`src/rtl/hpg_pkg.sv`:
```
package hpg_pkg;

  // Widest pattern the elaboration helpers accept.
  localparam int unsigned MAXW = 64;
  typedef logic [MAXW-1:0] wide_t;

  // Pattern bit emitted in half-cycle idx (bit 0 is the pattern MSB).
  function automatic logic pick(wide_t pat, int unsigned len, int unsigned idx);
    int unsigned k;
    k = len - 1 - (idx % len);
    return pat[k[5:0]];
  endfunction

  // Starting contents of one lane. The running parity c[j] = c[j-1] ^ p[j],
  // with c[-1] = 0, is dealt out: even j to the rising lane, odd j to the
  // falling lane. The falling lane's top bit is c[-1], shown until its first
  // falling edge.
  function automatic wide_t lane_seed(wide_t pat, int unsigned len, bit fall_lane);
    wide_t       s;
    logic        c;
    int unsigned k;
    s = '0;
    c = 1'b0;
    for (int unsigned j = 0; j < 2 * len; j++) begin
      c = c ^ pick(pat, len, j);
      if (!fall_lane && (j % 2 == 0)) begin
        k = len - 1 - j / 2;
        s[k[5:0]] = c;
      end else if (fall_lane && (j % 2 == 1) && (j / 2 + 2 <= len)) begin
        k = len - 2 - j / 2;
        s[k[5:0]] = c;
      end
    end
    return s;
  endfunction

endpackage

```
`src/rtl/hpg_hold.sv`:
```
module hpg_hold #(
  parameter int unsigned PAT_LEN = 6,
  localparam int unsigned CW = (PAT_LEN < 2) ? 1 : $clog2(PAT_LEN)
) (
  input  logic          clk,
  input  logic          load,
  output logic          hold_q,
  output logic [CW-1:0] cyc
);

  // hold_q marks that the last rising edge sampled load high. It parks the
  // falling lane and triggers reseeding of the rising lane at release.
  always_ff @(posedge clk) begin
    hold_q <= load;
  end

  // Rising-edge cycle index within the pattern, zero after the release edge.
  always_ff @(posedge clk) begin
    if (load || hold_q) begin
      cyc <= '0;
    end else if (cyc == CW'(PAT_LEN - 1)) begin
      cyc <= '0;
    end else begin
      cyc <= cyc + 1'b1;
    end
  end

endmodule

```
`src/rtl/hpg_lane.sv`:
```
module hpg_lane #(
  parameter int unsigned  N       = 6,
  parameter bit           ON_RISE = 1'b1,
  parameter logic [N-1:0] SEED    = '0,
  parameter logic [N-1:0] PARK    = '0,
  localparam int unsigned PW = (N < 2) ? 1 : $clog2(N)
) (
  input  logic clk,
  input  logic park,
  input  logic seed,
  output logic msb
);

  logic [N-1:0]  sr;
  logic [N-1:0]  nxt;
  logic [PW-1:0] ph;
  logic          armed;

  // Park contents win over reseeding; otherwise rotate toward the MSB.
  always_comb begin
    if (park) begin
      nxt = PARK;
    end else if (seed) begin
      nxt = SEED;
    end else begin
      nxt = {sr[N-2:0], sr[N-1]};
    end
  end

  assign msb = sr[N-1];

  generate
    if (ON_RISE) begin : g_rise
      always_ff @(posedge clk) begin
        sr <= nxt;
        if (park) begin
          armed <= 1'b0;
          ph    <= '0;
        end else if (seed) begin
          armed <= 1'b1;
          ph    <= '0;
        end else begin
          ph <= (ph == PW'(N - 1)) ? '0 : ph + 1'b1;
        end
      end

      // the lane comes back to its seed every N rotations.
      p_wrap_r6: assert property (@(posedge clk) disable iff (park || seed)
        (armed && ph == '0) |-> (sr == SEED));
    end else begin : g_fall
      always_ff @(negedge clk) begin
        sr <= nxt;
        if (park) begin
          armed <= 1'b0;
          ph    <= '0;
        end else if (seed) begin
          armed <= 1'b1;
          ph    <= '0;
        end else begin
          ph <= (ph == PW'(N - 1)) ? '0 : ph + 1'b1;
        end
      end

      // the lane comes back to its seed every N rotations.
      p_wrap_r6: assert property (@(negedge clk) disable iff (park || seed)
        (armed && ph == '0) |-> (sr == SEED));
    end
  endgenerate

endmodule

```
`src/rtl/halfbit_pattern_gen.sv`:
```
module halfbit_pattern_gen
  import hpg_pkg::*;
#(
  parameter int unsigned          PAT_LEN = 6,
  parameter logic [PAT_LEN-1:0]   PATTERN = 6'b100110
) (
  input  logic clk,
  input  logic load,
  output logic pat_out
);

  localparam int unsigned CW     = (PAT_LEN < 2) ? 1 : $clog2(PAT_LEN);
  localparam wide_t       PAT_W  = wide_t'(PATTERN);
  localparam wide_t       RISE_W = lane_seed(PAT_W, PAT_LEN, 1'b0);
  localparam wide_t       FALL_W = lane_seed(PAT_W, PAT_LEN, 1'b1);

  logic          hold_q;
  logic [CW-1:0] cyc;
  logic          rise_msb;
  logic          fall_msb;

  hpg_hold #(.PAT_LEN(PAT_LEN)) u_hold (
    .clk    (clk),
    .load   (load),
    .hold_q (hold_q),
    .cyc    (cyc)
  );

  // Rising lane: parked at all zeros while load is sampled, seeded at release.
  hpg_lane #(
    .N       (PAT_LEN),
    .ON_RISE (1'b1),
    .SEED    (RISE_W[PAT_LEN-1:0]),
    .PARK    ('0)
  ) u_rise (
    .clk  (clk),
    .park (load),
    .seed (hold_q & ~load),
    .msb  (rise_msb)
  );

  // Falling lane: reloaded with its seed (top bit 0) on every held cycle.
  hpg_lane #(
    .N       (PAT_LEN),
    .ON_RISE (1'b0),
    .SEED    (FALL_W[PAT_LEN-1:0]),
    .PARK    ('0)
  ) u_fall (
    .clk  (clk),
    .park (1'b0),
    .seed (hold_q),
    .msb  (fall_msb)
  );

  // Nothing may follow this gate.
  assign pat_out = rise_msb ^ fall_msb;

  // Checker-side captures of each top bit at the opposite edge.
  logic rise_at_fall;
  logic fall_at_rise;
  always_ff @(negedge clk) rise_at_fall <= rise_msb;
  always_ff @(posedge clk) fall_at_rise <= fall_msb;

  // the rising lane top bit does not move at a falling edge.
  p_rise_still_r5: assert property (@(posedge clk) disable iff (load)
    rise_msb == rise_at_fall);

  // the falling lane top bit does not move at a rising edge.
  p_fall_still_r5: assert property (@(negedge clk) disable iff (load)
    fall_msb == fall_at_rise);

  // first half of each running cycle carries bit 2*cyc.
  p_first_half_r1: assert property (@(negedge clk) disable iff (load)
    !hold_q |-> (pat_out == pick(PAT_W, PAT_LEN, 2 * int'(cyc))));

  // second half carries bit 2*cyc+1.
  p_second_half_r1: assert property (@(posedge clk) disable iff (load)
    !hold_q |-> (pat_out == pick(PAT_W, PAT_LEN, 2 * int'(cyc) + 1)));

  // output is low while parked.
  p_quiet_r4: assert property (@(posedge clk) disable iff (load && !hold_q)
    hold_q |-> !pat_out);

endmodule

```
`config.mk`:
```
export PLATFORM = sky130hd
export DESIGN_NAME = halfbit_pattern_gen
export DESIGN_NICKNAME = d
export VERILOG_FILES = /design/src/rtl/hpg_pkg.sv /design/src/rtl/hpg_hold.sv /design/src/rtl/hpg_lane.sv /design/src/rtl/halfbit_pattern_gen.sv
export SDC_FILE = /design/constraint.sdc
export NUM_CORES = 1
export LEC_CHECK = 0
export ABC_CLOCK_PERIOD_IN_PS = 1800
export BUFFER_PORTS_ARGS = -buffer_cell sky130_fd_sc_hd__buf_2
export CORE_AREA = 2 2 39 41
export CTS_CLUSTER_SIZE = 20
export DETAILED_ROUTE_END_ITERATION = 12
export DIE_AREA = 0 0 41 43
export GPL_ROUTABILITY_DRIVEN = 0
export PLACE_DENSITY_LB_ADDON = 0.05
export RECOVER_POWER = 25
export SYNTH_ARGS = -nofsm -noshare
export SYNTH_HDL_FRONTEND = slang
export SYNTH_SLANG_ARGS = --single-unit
```
`constraint.sdc`:
```
create_clock -name clk -period 1.8 [get_ports clk]
set_input_delay 0.27 -clock clk [delete_from_list [all_inputs] [get_ports clk]]
set_output_delay 0.27 -clock clk [all_outputs]
set_load 0.02 [all_outputs]
```
==> results.cfg <==
[status]
status = finished, violations left
violations = negative setup slack

[placement]
io_buffers = 2

[setup_path]
reg2reg_to = u_fall.sr[3]
cp_cell_sequence = xor2_2 > buf_6
critPathArrivalTime_ps = 1850
cp-startpoint = u_fall.sr[5]
cpLargestDelayFamily = flip-flops
cp_max_fo = 2
start_kind = register
end_kind = primary output
critPathMaxStageDelay_ps = 340
reg2reg_depth = 1
slowest_stage = dfxtp_2
endpoint = pat_out
r2r_start = u_hold.hold_q
path_depth = 2
critPathBufInv = 1
worstPathRequired_ps = 1530
worstSetupPathType = register to primary output
r2r_slack_ps = 220

[routing]
drt_iter0_markers = 0
via_per_inst = 3.927
post_drt_wl_per_cell_um = 9.927
via_count = 216
drc_errors = 0
antenna_left = 0
wirelength_um = 546
drtPass1Iterations = 1

[final_layout]
synthToLayoutAreaGrowth_pct = 21.59
fin_nets = 42
drive_gt1_frac = 0.2308
num_antenna_cells = 0

[timing]
holdWs_ps = 215.8
drv_slew = 0
hold_violations = 0
setup_violations = 1
tightest_slew_ps = 239.9
finClkSkew_ps = 65.35
rsz0062_at_grt = yes
max_slew_margin = 0.8401
fin_ws_ps = -319.2

[global_route]
antenna_found_initial = 0
grt_pass1_vias = 234
grt_pass1_wl_um = 979
grt_usage = 0.09293
grt_max_degree = 8
overflow = 0

[clocking]
hold_buffers = 0
post-cts-setup-buffer-count = 0
clk_path_buf_depth = 2
post_cts_resize_count = 2
cts_tree = built
numClockSinks = 13
cts_max_level = 1
path_clk_slew_ps = 80
clk_latency_ps = 330
clockRootBuffer = clkbuf_4
cts_buffers = 3

[job]
cap_violations = 0

[die]
coreArea_sq_um = 1384
ios = 3
die_h_um = 43
start_util = 0.2722
rows = 14
dieArea_sq_um = 1763
die_width_um = 41

[synth]
syn-cell-area_sq_um = 376.6
syn_inst = 28
ys_seq_area_frac = 0.6910
synth-seq-cells = 13
yosysWarningCount = 0
syn_nets = 30
ys_types = 9
synth_area_per_cell_sq_um = 13.45

[power]
power_switching_share = 0.2577
seqPwrFrac = 0.551
powerDensity_nw_per_um2 = 1239
p_switching_uw = 146.2
p_clk_frac = 0.394
power.total_uw = 567.5
p_leak_nw = 0.2014
ir_drop_mv = 0.3579
p_comb_frac = 0.056
p_int_uw = 421.3

[worst_hold_path]
min_path_type = input pin to register
## cell families (layout without fill, tap and decap cells)
kind of cell | count (synthesis) | in the layout | share of synthesized area
compound gates | 3 | 3 | 0.07974
xor+xnor | 1 | 1 | 0.02326
flops | 13 | 13 | 0.6910
buf+inv | 2 | 13 | 0.03986
simple gates | 9 | 9 | 0.1661
## how the worst min path moves through the flow
stage	start	end	slack [ps]	depth (start not counted)
5_1_grt	load	u_hold.hold_q	220	1
3_3_place_gp	u_fall.sr[3]	u_fall.sr[4]	400	1
3_5_place_dp	u_fall.sr[3]	u_fall.sr[4]	390	1
4_1_cts	load	u_hold.hold_q	170	1
6_report	load	u_hold.hold_q	220	1
2_1_floorplan	load	u_hold.hold_q	300	0
## layout by cell type, fill, tap and decap left out
cell type,instances
clkinv_1,1
buf_6,1
o21ba_2,3
dfxtp_1,12
xor2_2,1
or2_1,3
nor3b_1,3
dfxtp_2,1
clkbuf_4,3
and2b_1,2
clkbuf_1,2
inv_1,6
nor2b_1,1
## flip-flops by register name, indices dropped and copies added (netlist names)
register       cells
u_rise.sr          6
u_hold.hold_q      1
u_fall.sr          6
## layer usage
| layer | GRT usage | wire (um) | vias to the layer above | part of all wire |
|---|---|---|---|---|
| li1 | - | - | 110 | - |
| met1 | 0.1016 | 245 | 104 | 0.45 |
| met2 | 0.1250 | 280 | 2 | 0.51 |
| met3 | 0.04712 | 20 | 0 | 0.037 |
| met5 | 0 | 0 | - | 0 |
| met4 | 0.08000 | 0 | 0 | 0 |
## area by class of cell
cell class / instances / area [sq um]
Clock buffer: 3 / 22.52
Clock inverter: 7 / 26.28
Fill cell: 145 / 925.9
Multi-Input combinational cell: 13 / 108.9
Sequential cell: 13 / 261.5
Tap cell: 16 / 20.02
Timing Repair Buffer: 3 / 18.77
## through the flow
stage                     utilization  TNS, ps  cell area (sq um)  setup WS (ps)  instances
after floorplan                     -        0              384.1          31.45         28
after global placement         0.2966   -19.44              410.4         -19.44         46
after detailed placement       0.2966   -11.82              410.4         -11.82         46
after CTS                      0.3318   -332.5              459.2         -332.5         55
after global routing           0.3309   -390.2              457.9         -390.2         55
final                          0.3309   -319.2              457.9         -319.2         55
## power by group through the flow
stage / Combinational, mW / Sequential (mW) / Clock, mW
final: 0.0315 / 0.312 / 0.223
after global routing: 0.0347 / 0.314 / 0.263
after CTS: 0.0312 / 0.313 / 0.235
after detailed placement: 0.0292 / 0.318 / 0.0241
after global placement: 0.0283 / 0.318 / 0.0241
after floorplan: 0.0229 / 0.315 / 0.0241
## synthesized netlist by cell type (all sizes together)
library cell  instances  area share
buf                   1       0.030
nor2b                 1       0.017
dfxtp                13        0.69
o21ba                 3       0.080
or2                   3       0.050
inv                   1       0.010
nor3b                 3       0.060
and2b                 2       0.040
xor2                  1       0.023
Note: power is estimated with default switching activity, not from simulation.
